File: config.mk
export PLATFORM = sky130hd
export DESIGN_NAME = irq_prio_ctrl
export DESIGN_NICKNAME = d
export VERILOG_FILES = /design/src/rtl/irq_prio_pkg.sv /design/src/rtl/irq_prio_resolve.sv /design/src/rtl/irq_edge_latch.sv /design/src/rtl/irq_ack_fsm.sv /design/src/rtl/irq_prio_ctrl.sv
export SDC_FILE = /design/constraint.sdc
export NUM_CORES = 1
export LEC_CHECK = 0
export ABC_AREA = 0
export BUFFER_PORTS_ARGS = -buffer_cell sky130_fd_sc_hd__buf_2
export CAP_MARGIN = 10
export CELL_PAD_IN_SITES_DETAIL_PLACEMENT = 1
export CELL_PAD_IN_SITES_GLOBAL_PLACEMENT = 2
export CORE_MARGIN = 2
export CORE_UTILIZATION = 24
export DETAILED_ROUTE_END_ITERATION = 8
export PLACE_DENSITY_LB_ADDON = 0.3
export SYNTH_ARGS = -nofsm -noshare
export SYNTH_HDL_FRONTEND = slang
export SYNTH_SLANG_ARGS = --single-unit
File: constraint.sdc
create_clock -name clk -period 5.8 [get_ports clk]
set_clock_uncertainty 0.15 [all_clocks]
set_input_delay 1.45 -clock clk [delete_from_list [all_inputs] [get_ports clk]]
set_output_delay 1.45 -clock clk [all_outputs]
set_load 0.01 [all_outputs]
File: src/rtl/irq_prio_pkg.sv
package irq_prio_pkg;
    localparam int unsigned NSRC   = 8;
    localparam int unsigned IDW    = $clog2(NSRC);
    localparam int unsigned VECW   = 8;
    localparam int unsigned BASEW  = VECW - IDW;
    localparam int unsigned CFGAW  = 2;

    localparam logic [CFGAW-1:0] CFG_MASK = 2'd0;
    localparam logic [CFGAW-1:0] CFG_BASE = 2'd1;
    localparam logic [CFGAW-1:0] CFG_MODE = 2'd2;
    localparam logic [CFGAW-1:0] CFG_EOI  = 2'd3;

    typedef enum logic [1:0] {
        ST_IDLE   = 2'd0,
        ST_RAISE  = 2'd1,
        ST_VECTOR = 2'd2
    } ack_state_t;
endpackage

File: src/rtl/irq_prio_resolve.sv
module irq_prio_resolve #(
    parameter int unsigned N  = 8,
    parameter int unsigned IW = $clog2(N)
) (
    input  logic [N-1:0]  req,
    input  logic [IW-1:0] lowest,
    output logic          found,
    output logic [IW-1:0] id,
    output logic [IW-1:0] rank
);
    // Rank k is the k-th line after the lowest-priority line, wrapping round.
    always_comb begin
        found = 1'b0;
        id    = '0;
        rank  = '0;
        for (int k = N - 1; k >= 0; k--) begin
            int unsigned sel;
            sel = (int'(lowest) + 1 + k) % N;
            if (req[sel]) begin
                found = 1'b1;
                id    = IW'(sel);
                rank  = IW'(k);
            end
        end
    end
endmodule

File: src/rtl/irq_edge_latch.sv
module irq_edge_latch #(
    parameter int unsigned N  = 8,
    parameter int unsigned IW = $clog2(N)
) (
    input  logic          clk,
    input  logic          rst_n,
    input  logic [N-1:0]  irq_in,
    input  logic          clr_en,
    input  logic [IW-1:0] clr_id,
    output logic [N-1:0]  pend
);
    logic [N-1:0] irq_q;
    logic [N-1:0] rise;
    logic [N-1:0] clr_vec;

    assign rise = irq_in & ~irq_q;

    always_comb begin
        clr_vec = '0;
        if (clr_en) clr_vec[clr_id] = 1'b1;
    end

    always_ff @(posedge clk) begin
        if (!rst_n) begin
            irq_q <= '0;
            pend  <= '0;
        end else begin
            irq_q <= irq_in;
            pend  <= (pend & ~clr_vec) | rise;
        end
    end


    pend_from_edge_chk: assert property (@(posedge clk) disable iff (!rst_n)
        ((pend & ~$past(pend) & ~$past(irq_in)) == '0));


    pend_cleared_on_ack_chk: assert property (@(posedge clk) disable iff (!rst_n)
        (clr_en && !rise[clr_id]) |=> !pend[$past(clr_id)]);
endmodule

File: src/rtl/irq_ack_fsm.sv
module irq_ack_fsm
    import irq_prio_pkg::*;
#(
    parameter int unsigned IW = 3
) (
    input  logic          clk,
    input  logic          rst_n,
    input  logic          eligible,
    input  logic          inta,
    input  logic [IW-1:0] win_id,
    output logic          intr,
    output logic          vec_strobe,
    output logic          ack,
    output logic [IW-1:0] sel_id
);
    ack_state_t state_q, state_d;

    assign ack = (state_q == ST_RAISE) && inta && eligible;

    always_comb begin
        state_d = state_q;
        unique case (state_q)
            ST_IDLE:   if (eligible) state_d = ST_RAISE;
            ST_RAISE: begin
                if (ack)            state_d = ST_VECTOR;
                else if (!eligible) state_d = ST_IDLE;
            end
            ST_VECTOR:              state_d = ST_IDLE;
            default:                state_d = ST_IDLE;
        endcase
    end

    always_ff @(posedge clk) begin
        if (!rst_n) begin
            state_q <= ST_IDLE;
            sel_id  <= '0;
        end else begin
            state_q <= state_d;
            if (ack) sel_id <= win_id;
        end
    end

    always_comb begin
        intr       = 1'b0;
        vec_strobe = 1'b0;
        unique case (state_q)
            ST_IDLE:   ;
            ST_RAISE:  intr = 1'b1;
            ST_VECTOR: vec_strobe = 1'b1;
            default:   ;
        endcase
    end


    vector_follows_ack_chk: assert property (@(posedge clk) disable iff (!rst_n)
        ack |=> vec_strobe);


    vector_single_cycle_chk: assert property (@(posedge clk) disable iff (!rst_n)
        vec_strobe |=> !vec_strobe);


    intr_held_chk: assert property (@(posedge clk) disable iff (!rst_n)
        (intr && !inta && eligible) |=> intr);
endmodule

File: src/rtl/irq_prio_ctrl.sv
module irq_prio_ctrl
    import irq_prio_pkg::*;
#(
    parameter int unsigned N = NSRC
) (
    input  logic             clk,
    input  logic             rst_n,
    input  logic [N-1:0]     irq_in,
    input  logic             cfg_we,
    input  logic [CFGAW-1:0] cfg_addr,
    input  logic [7:0]       cfg_wdata,
    input  logic             inta,
    output logic             intr,
    output logic             vec_valid,
    output logic [VECW-1:0]  vec_out
);
    localparam int unsigned IW = $clog2(N);
    localparam int unsigned BW = VECW - IW;

    logic [N-1:0]  pend, mask_q, isr_q, isr_d;
    logic [BW-1:0] base_q;
    logic          rot_en_q;
    logic [IW-1:0] rot_ptr_q, lowest;
    logic          pf, isf, eligible, ack, eoi, vec_strobe;
    logic [IW-1:0] pid, prank, iid, irank, sel_id;

    assign lowest   = rot_en_q ? rot_ptr_q : IW'(N - 1);
    assign eoi      = cfg_we && (cfg_addr == CFG_EOI);
    assign eligible = pf && (!isf || (prank < irank));

    irq_edge_latch #(.N(N), .IW(IW)) u_latch (
        .clk(clk), .rst_n(rst_n), .irq_in(irq_in),
        .clr_en(ack), .clr_id(pid), .pend(pend)
    );

    irq_prio_resolve #(.N(N), .IW(IW)) u_pend_res (
        .req(pend & ~mask_q), .lowest(lowest),
        .found(pf), .id(pid), .rank(prank)
    );

    irq_prio_resolve #(.N(N), .IW(IW)) u_isr_res (
        .req(isr_q), .lowest(lowest),
        .found(isf), .id(iid), .rank(irank)
    );

    irq_ack_fsm #(.IW(IW)) u_fsm (
        .clk(clk), .rst_n(rst_n), .eligible(eligible), .inta(inta),
        .win_id(pid), .intr(intr), .vec_strobe(vec_strobe),
        .ack(ack), .sel_id(sel_id)
    );

    always_comb begin
        isr_d = isr_q;
        if (eoi && isf) isr_d[iid] = 1'b0;
        if (ack)        isr_d[pid] = 1'b1;
    end

    always_ff @(posedge clk) begin
        if (!rst_n) begin
            mask_q    <= '0;
            base_q    <= '0;
            rot_en_q  <= 1'b0;
            rot_ptr_q <= IW'(N - 1);
            isr_q     <= '0;
        end else begin
            isr_q <= isr_d;
            if (cfg_we && cfg_addr == CFG_MASK) mask_q   <= cfg_wdata[N-1:0];
            if (cfg_we && cfg_addr == CFG_BASE) base_q   <= cfg_wdata[BW-1:0];
            if (cfg_we && cfg_addr == CFG_MODE) rot_en_q <= cfg_wdata[0];
            if (eoi && isf && rot_en_q)         rot_ptr_q <= iid;
        end
    end

    assign vec_valid = vec_strobe;
    assign vec_out   = vec_strobe ? {base_q, sel_id} : '0;


    nested_rank_chk: assert property (@(posedge clk) disable iff (!rst_n)
        (ack && isf) |-> (prank < irank));


    eoi_release_chk: assert property (@(posedge clk) disable iff (!rst_n)
        (eoi && isf && !ack) |=> !isr_q[$past(iid)]);


    isr_set_on_ack_chk: assert property (@(posedge clk) disable iff (!rst_n)
        (ack && !eoi) |=> isr_q[$past(pid)]);


    eoi_empty_noop_chk: assert property (@(posedge clk) disable iff (!rst_n)
        (eoi && !isf && !ack) |=> (isr_q == '0));
endmodule

==> impl.org, run 1 <==
** Logic synthesis
- Number of unique standard cell types used by synthesis :: 69
- Post-Synthesis Mean Instance Area :: 8.556 µm²
- After synthesis the netlist holds a flip-flop and latch count of 46.
- Yosys top cell by area :: sky130_fd_sc_hd__dfxtp_1
- Sequential-to-total area share from yosys stat :: around a quarter
- In the post-synthesis netlist, the biggest area contributors are sky130_fd_sc_hd__dfxtp_1 24%, sky130_fd_sc_hd__mux2i_1 12%, sky130_fd_sc_hd__mux4_2 8.2%.
- For this run, the leading register cell type out of synthesis is sky130_fd_sc_hd__dfxtp_1.
- Post-synthesis instance area :: 3859 µm²
- Dominant cell by count in the synthesized netlist :: sky130_fd_sc_hd__nand2_1
- Of the post-synthesis cell area, the dominant cell type holds 23.87%.
- Number of flops mapped to enable cells by yosys :: 0
- Gate count of the mapped netlist :: 451
- Counting every net in the synthesized netlist gives 476.
- Ys async rst share :: 0%
- After synthesis, the most frequently instantiated cells are 60 x sky130_fd_sc_hd__nand2_1, 46 x sky130_fd_sc_hd__dfxtp_1, 45 x sky130_fd_sc_hd__mux2i_1, 35 x sky130_fd_sc_hd__nor2_1, 19 x sky130_fd_sc_hd__nor2b_1.
- Count of synthesis-stage warnings from yosys :: 0

** Layout
- Post-route core utilization :: ~28%
- Number of fill cells in the layout :: 1898
- The final layout contains between 400 and 500 nets.
- From synthesis to final layout, the design area changed by 13.59%.
- Post-route cell area :: 4383 µm²
- Area of combinational cells with multiple inputs :: 2750 µm²
- The repair_antennas step left the layout with diodes totalling 0.
- Storage element area :: roughly 920 µm²
- Once layout is complete, the cells apart from fillers number 688.
- Cells with a size suffix above 1 make up 18.22% of the layout.

** Timing
- Static timing analysis puts the maximum clock frequency at approximately 190 MHz.
- Setup ws final :: 593.0 ps
- Shortest clock period the worst path allows after layout :: 5207 ps
- Setup TNS :: 0 ps
- Hold slack :: 277.4 ps
- Headroom to the max-slew limit came out at roughly two fifths.
- Final setup violating endpoints :: 0
- The count of final hold-check violations was 0.
- Worst-Margin Slew :: 884.8 ps
- RSZ-0062 raised after global routing :: no
- The max-slew violation total from the final report is 0.
- Final Cycle Share :: 89.78%

** Drt
- After the first detailed-routing iteration, the DRC count stood at 184.
- Vias per cell :: 5.147
- Detailed Route WL :: 12.78 mm
- The routed design uses 482 µm of met3 wire.
- For this run, design rule violations remaining after detail routing come to 0.
- First drt pass iteration count :: 4
- After detailed routing, the met2 layer carries 5.862 mm of wire.
- Signal routing reaches up to met4.
- Routed len/inst :: between 15 and 20 µm
- Antenna viol nets, final :: 0
- The detailed router put a total of 6.308 mm of wire on met1.
- The final route contains ~3500 vias.

** Pwr
- Across the VDD grid, the largest voltage drop is roughly 0.19 mV.
- In this run the power density over the cells is 215.8 nW/µm².
- In this run the static leakage power is between 1.5 and 2 nW.
- Tot Pwr :: 0.9459 mW

** Setup path
- On the worst path, the slowest cell contributes a delay of 660 ps.
- Worst setup SP type :: flop
- Master of the slowest instance on the critical path :: sky130_fd_sc_hd__xnor2_2
- Worst path arrival time :: 5210 ps
- STA puts the critical path data required time at 5800 ps.
- Register-to-register setup slack :: a little under 600 ps
- The most critical setup path has its endpoint at u_latch.pend[6].
- The worst register-to-register path begins at rot_en_q.
- The worst register-to-register path has a depth of 15.
- The worst register-to-register path ends at u_latch.pend[6].
- In this run the worst setup path begins at rot_en_q.
- The worst setup path is of the flop to flop kind.
- Worst setup EP type :: flop
- Of all nets on the critical path, the largest fanout is 21.
- List of cells traversed by the critical path :: nor2b_4 > inv_2 > ha_1 > xnor2_2 > mux2i_1 > mux2i_1 > nor2b_1 > nand2_1 > a311o_1 > ha_1 > nand2_1 > a211oi_4 > nor4b_2 > nor2b_1 > o22ai_1

** Global route
- After global routing the overflow that remains totals 0.
- Total track usage :: 15.62%
- The initial antenna violation count is 0.
- The first global-routing pass estimated 20.70 mm of wire.
- The number of global-route vias before repair came to 3612.
- Maximum number of pins on one net before global-route repair :: 34

** CTS
- Worst skew pair latency :: 280 ps
- Clock tree from TritonCTS :: done
- TritonCTS buffer count :: 5
- Reg clk slew, reported paths :: 60 ps
- Gates resized during post-CTS repair numbered 0.
- CTS placed an instance of sky130_fd_sc_hd__clkbuf_16 at the clock tree root.
- Once the clock tree was built, the setup fixing pass inserted 0 buffers.
- The clock drives 46 sinks.
- H-tree Lvls :: 2
- # hold bufs at CTS :: 0
- Worst-case clock buffer depth :: 2

** Placed design
- Routability cong. :: 0.8557
- Pre-CTS setup slack :: 625.5 ps
- Count of port buffers added during placement :: 31
- Final HPWL DP :: 9.947 mm
- After detailed placement, the design holds a cell count of 680.
- Post-detailed-placement cell area :: 4220 µm²

** Die
- Placement Rows :: 46
- Effective utilization at floorplan :: around 24%
- Number of top-level pins :: 32
- The floorplan step defined a core boundary enclosing 15830 µm².
- Die W :: roughly 130 µm
- Die area :: 17110 µm²
- Die extent in y :: between 100 and 150 µm

** Run status
- The run finished with clean final reports.

** Run
- Max-cap violations in this run came to 0.

** Worst hold path
- Type of the worst min-delay path :: flop to flop
logic make-up after synthesis:
family / Yosys count / synth area share (%)
adder cells (fa/ha/maj): 3 / 0.9729
AND/OR/NAND/NOR: 188 / 24.97
XOR/XNOR: 3 / 1.070
AO/OA/AOI/OAI: 94 / 19.16
buffers and inverters: 42 / 5.058
flip-flops: 46 / 23.87
multiplexers: 75 / 24.90
flip-flops by register name, indices dropped and copies added (netlist names):
| register | count |
|---|---|
| isr_q | 8 |
| mask_q | 8 |
| u_latch.irq_q | 8 |
| u_latch.pend | 8 |
| base_q | 5 |
| rot_ptr_q | 3 |
| u_fsm.sel_id | 3 |
| u_fsm.state_q | 2 |
| rot_en_q | 1 |
area by class of cell:
class	count	share of cell area, %
Timing Repair Buffer	40	5.081
Clock inverter	1	0.6851
Tap cell	216	6.166
Clock buffer	7	3.026
Inverter	15	1.285
Multi-Input combinational cell	363	62.75
Sequential cell	46	21.01
layout by cell type (no fill, tap or decap), types with 3 or more instances in the layout:
cell / instances
sky130_fd_sc_hd__a31oi_1: 5
sky130_fd_sc_hd__a311oi_1: 6
sky130_fd_sc_hd__o21a_1: 4
sky130_fd_sc_hd__mux2_2: 6
sky130_fd_sc_hd__mux2_1: 6
sky130_fd_sc_hd__buf_4: 9
sky130_fd_sc_hd__nand2_1: 60
sky130_fd_sc_hd__a211oi_1: 5
sky130_fd_sc_hd__nand2b_1: 4
sky130_fd_sc_hd__nor3_1: 16
sky130_fd_sc_hd__nor2b_1: 19
sky130_fd_sc_hd__nor3b_1: 3
sky130_fd_sc_hd__and3_1: 4
sky130_fd_sc_hd__o221ai_1: 3
sky130_fd_sc_hd__mux2_4: 4
sky130_fd_sc_hd__xnor2_2: 3
sky130_fd_sc_hd__nand3_1: 13
sky130_fd_sc_hd__mux4_2: 14
sky130_fd_sc_hd__a21oi_1: 12
sky130_fd_sc_hd__inv_1: 11
sky130_fd_sc_hd__nor2_1: 35
sky130_fd_sc_hd__o211ai_1: 3
sky130_fd_sc_hd__clkbuf_16: 5
sky130_fd_sc_hd__a311o_1: 3
sky130_fd_sc_hd__o22ai_1: 8
sky130_fd_sc_hd__a32oi_1: 3
sky130_fd_sc_hd__buf_2: 31
sky130_fd_sc_hd__a32o_1: 7
sky130_fd_sc_hd__o21ai_0: 8
sky130_fd_sc_hd__o311a_1: 3
sky130_fd_sc_hd__dfxtp_1: 46
sky130_fd_sc_hd__o21ai_1: 6
sky130_fd_sc_hd__inv_2: 3
sky130_fd_sc_hd__and2_1: 16
sky130_fd_sc_hd__ha_1: 3
sky130_fd_sc_hd__mux2i_1: 45
layer usage:
metal	track usage [%]	vias to the layer above
li1	-	1709
met1	22.58	1749
met2	25.46	74
met3	1.303	9
met4	3.317	0
met5	0	-
power by group:
part           internal [mW]  leakage [nW]  total (mW)  switching [mW]
clock                  0.204        0.0781       0.318           0.115
combinational          0.107          1.28       0.275           0.168
sequential             0.337         0.377       0.352          0.0149
total                  0.648          1.73       0.946           0.298
how the worst min path moves through the flow:
stage / start / endpoint / slack [ps] / cells after the start
5_1_grt: u_latch.irq_q[5] / u_latch.pend[5] / 300 / 1
6_report: u_latch.irq_q[5] / u_latch.pend[5] / 280 / 1
4_1_cts: u_latch.irq_q[5] / u_latch.pend[5] / 280 / 1
3_5_place_dp: u_latch.irq_q[5] / u_latch.pend[5] / 270 / 1
3_3_place_gp: u_latch.irq_q[6] / u_latch.pend[6] / 260 / 1
2_1_floorplan: u_latch.irq_q[4] / u_latch.pend[4] / 260 / 1
critical path, delay by kind of cell (launching register included):
family | cells | cell delay [ps]
fa+ha+maj | 2 | 660
xor+xnor | 1 | 660
compound gates | 3 | 620
mux | 2 | 550
flops | 1 | 500
buf+inv | 1 | 80
simple gates | 6 | 1850
Power figures use the tool's default switching activity.
==> inputs of run 2 (changes only) <==
- ABC_AREA: 0 -> 1
==> impl.org, run 2 <==
** Layout
- The area growth from synthesis to layout is 13.32%.
- Antenna diodes :: 0
- Commonest non-fill, non-tap cells in the layout :: 179 x sky130_fd_sc_hd__nand2_1, 71 x sky130_fd_sc_hd__nand3_1, 63 x sky130_fd_sc_hd__inv_1
- Of the cells placed in the final design, the portion with a size suffix greater than 1 is 16.61%.
- The library cell used most frequently in the layout, excluding fill and tap cells, is sky130_fd_sc_hd__nand2_1.
- In the final layout, the multi-input gates occupy about 2100 µm².
- Nets@finish :: slightly above 600
- After filler insertion, the fill cell instance count of the layout stands at 1803.
- Post-route cell area :: 3822 µm²
- Summing all flip-flop and latch instances after layout gives between 900 and 1000 µm².

** Timing
- For the pin with the worst max-slew slack, the measured transition is around 700 ps.
- Hold violation count in the final report :: 0
- For this run, the top clock speed supported by timing is 227.1 MHz.
- The worst path needs 4403 ps of the cycle, external delays included.
- RSZ-0062 raised after global routing :: no
- Number of max-slew violations in the final report :: 0
- Setup ws final :: 1397 ps
- Final Cycle Share :: 75.91%
- In this run the tightest slew margin relative to its limit is 52.93%.
- Final setup violating endpoints :: 0
- After routing, the total negative slack on setup checks comes to 0 ps.

** Setup path
- List of cells traversed by the critical path :: buf_4 > nand2_2 > ha_1 > inv_1 > nand2_1 > nand2_1 > nand2_1 > nand2_2 > a21oi_1 > inv_1 > nor3_1 > nor2_1 > ha_1 > a21oi_1 > nand2_1 > nand2_2 > nand3_2 > o21bai_1 > nand2_1 > inv_1
- On the critical path, the stage with the largest delay is an instance of sky130_fd_sc_hd__ha_1.
- Counting both buffers and inverters, the worst setup path holds a total of 4.
- The worst register-to-register path begins at rot_en_q.
- On the critical path the largest part of the delay comes from simple AND/OR/NAND/NOR gates.
- Among the stages of the critical path, the cell type that occurs most often is sky130_fd_sc_hd__nand2_1.
- In this run the worst setup path begins at rot_en_q.
- Cells on worst reg2reg path :: 20
- In this run the number of cells on the critical path is 20.
- Critical path type :: flop to flop
- STA puts the critical path data arrival time at 4480 ps.
- Register-to-register setup slack :: ~1400 ps
- STA puts the critical path data required time at 5880 ps.
- The worst setup path is launched from a flop.
- For this run, the slowest stage of the critical path takes 720 ps.
- The critical path ends at isr_q[0].
- Worst setup EP type :: flop
- In this run the critical register-to-register path is captured at isr_q[0].
- Of all nets on the critical path, the largest fanout is 17.

** Placed design
- Input and output buffers added on the ports amount to 31.
- Summed over all nets, the half-perimeter wirelength after detailed placement is 9.359 mm.
- Routability cong. :: around 0.84
- The placed instances occupy a cell area of between 3000 and 4000 µm².
- Pre-CTS setup slack :: 1416 ps

** Worst hold path
- The worst hold path belongs to the class flop to flop.

** Logic synthesis
- Of all flip-flops after synthesis, the portion carrying an async set or reset was 0%.
- Yosys printed 0 warnings.
- Most used standard cells in the synthesized netlist :: 179 x sky130_fd_sc_hd__nand2_1, 71 x sky130_fd_sc_hd__nand3_1, 63 x sky130_fd_sc_hd__inv_1, 46 x sky130_fd_sc_hd__dfxtp_1, 38 x sky130_fd_sc_hd__a21oi_1
- Sequential-to-total area share from yosys stat :: 27.30%
- Counting flops and latches in the post-synthesis netlist gives 46.
- Counting every instance in the synthesized netlist gives 560.
- Summing every instance area after synthesis gives 3373 µm².
- Dividing the synthesized area by the synthesized cell count gives 6.024 µm².
- Post-Syn Nets :: 585
- Yosys top cell by area :: sky130_fd_sc_hd__dfxtp_1
- For this run, the leading register cell type out of synthesis is sky130_fd_sc_hd__dfxtp_1.
- Number of unique standard cell types used by synthesis :: 39
- Top area cells in the synthesized netlist :: sky130_fd_sc_hd__dfxtp_1 27%, sky130_fd_sc_hd__nand2_1 20%, sky130_fd_sc_hd__nand3_1 11%
- Yosys instantiated no cell more often than sky130_fd_sc_hd__nand2_1.
- Number of flops mapped to enable cells by yosys :: 0
- Share of the synthesized area in the top cell type :: 27.30%

** Drt
- Post-detailed-route DRC marker count :: 0
- Initial drt markers :: about 140
- In the final routed layout, each cell accounts on average for 14.83 µm.
- Vias :: 3529
- In this run the remaining antenna-violating nets after routing total 0.
- Detailed Route WL :: 11.33 mm
- Vias per cell :: ~4.6
- For this run, the detailed router's first-pass iteration total came to 4.

** Global route
- Initial antenna violation count :: 0
- Global-route wire length before repair :: 18.35 mm
- The number of global-route vias before repair was 3496.
- Grt ovf :: 0
- Total track usage :: roughly 16%
- Entering global routing, the biggest net connects 37 pins.

** Pwr
- PD cells :: 250.8 nW/µm²
- Tot Pwr :: 0.9586 mW
- Leakage power figure :: 1.949 nW
- VDD IR-drop max :: 0.1306 mV

** Die
- The die covers around 15000 µm².
- Effective utilization at floorplan :: 24.40%
- In this run the vertical extent of the chip is 122.6 µm.
- The floorplan step defined a core boundary enclosing 13830 µm².
- During I/O placement, the number of pins put on the boundary was 32.
- Placement Rows :: 43
- Die W :: 122.6 µm

** CTS
- Root buffer selected by CTS :: sky130_fd_sc_hd__clkbuf_16
- Clock net sink count :: 46
- Clock-pin slew was measured on the worst setup and hold paths at approximately 70 ps.
- Worst-case clock buffer depth :: 2
- TritonCTS created 5 clock buffers.
- # hold bufs at CTS :: 0
- Postcts setup bufs :: 0
- TritonCTS built the clock tree.
- In this run, post-CTS repair resized a total of 0 instances.
- Clock latency on the worst-skew pair, taken at its later pin, is 290 ps.
- H-tree Lvls :: 2

** Run status
- The run finished with clean final reports.

** Run
- Max-cap violations in this run came to 0.
-- run 2: final cells by class --
| class | count | area share [%] |
|---|---|---|
| multi-input cells | 424 | 54.01 |
| flip-flops and latches | 46 | 24.09 |
| inverters | 74 | 7.332 |
| well taps | 180 | 5.892 |
| repair buffers | 32 | 4.255 |
| clock buffers | 5 | 3.273 |
| clock inverters | 3 | 1.146 |
-- run 2: power by group --
group	switching, mW	total (mW)	internal [mW]
Combinational	0.192	0.277	0.0850
Sequential	0.0115	0.351	0.340
Clock	0.126	0.330	0.204
Total	0.330	0.959	0.629
-- run 2: per-stage QoR --
step                util [%]  instances  hold slack (ps)
floorplan                  -        560            277.3
global placement       26.42        756            291.9
detailed placement     26.42        756            295.6
CTS                    27.64        764            306.0
global route           27.64        764            320.8
finish                 27.64        764            302.1
-- run 2: layer usage --
metal	global-route usage [%]	up-vias	wire length, µm	part of all wire [%]
met2	25.49	45	5111	45
met4	4.239	0	157	1.4
li1	-	1835	-	-
met3	1.673	9	240	2.1
met1	22.17	1640	5817	51
met5	0	-	0	0
-- run 2: kinds of logic (layout without fill, tap and decap cells) --
group           Yosys count  after routing  synth area share, %
simple gates            341            341                46.62
buf+inv                  90            114                11.50
fa+ha+maj                 3              3                1.113
flops                    46             46                27.30
compound gates           80             80                13.46
-- run 2: worst min-delay path by stage --
stage	cells past startpoint	end	slack, ps	startpoint
2_1_floorplan	2	u_fsm.sel_id[1]	280	u_fsm.sel_id[1]
3_3_place_gp	2	base_q[3]	290	base_q[3]
3_5_place_dp	2	mask_q[7]	300	mask_q[7]
4_1_cts	2	mask_q[7]	310	mask_q[7]
5_1_grt	2	u_fsm.sel_id[1]	320	u_fsm.sel_id[1]
6_report	2	u_fsm.sel_id[1]	300	u_fsm.sel_id[1]
-- run 2: worst min-delay path: cells and delay by family (launching register included) --
| kind | cells | cell delay [ps] |
|---|---|---|
| compound gates | 1 | 50 |
| buf+inv | 1 | 60 |
| flops | 1 | 300 |
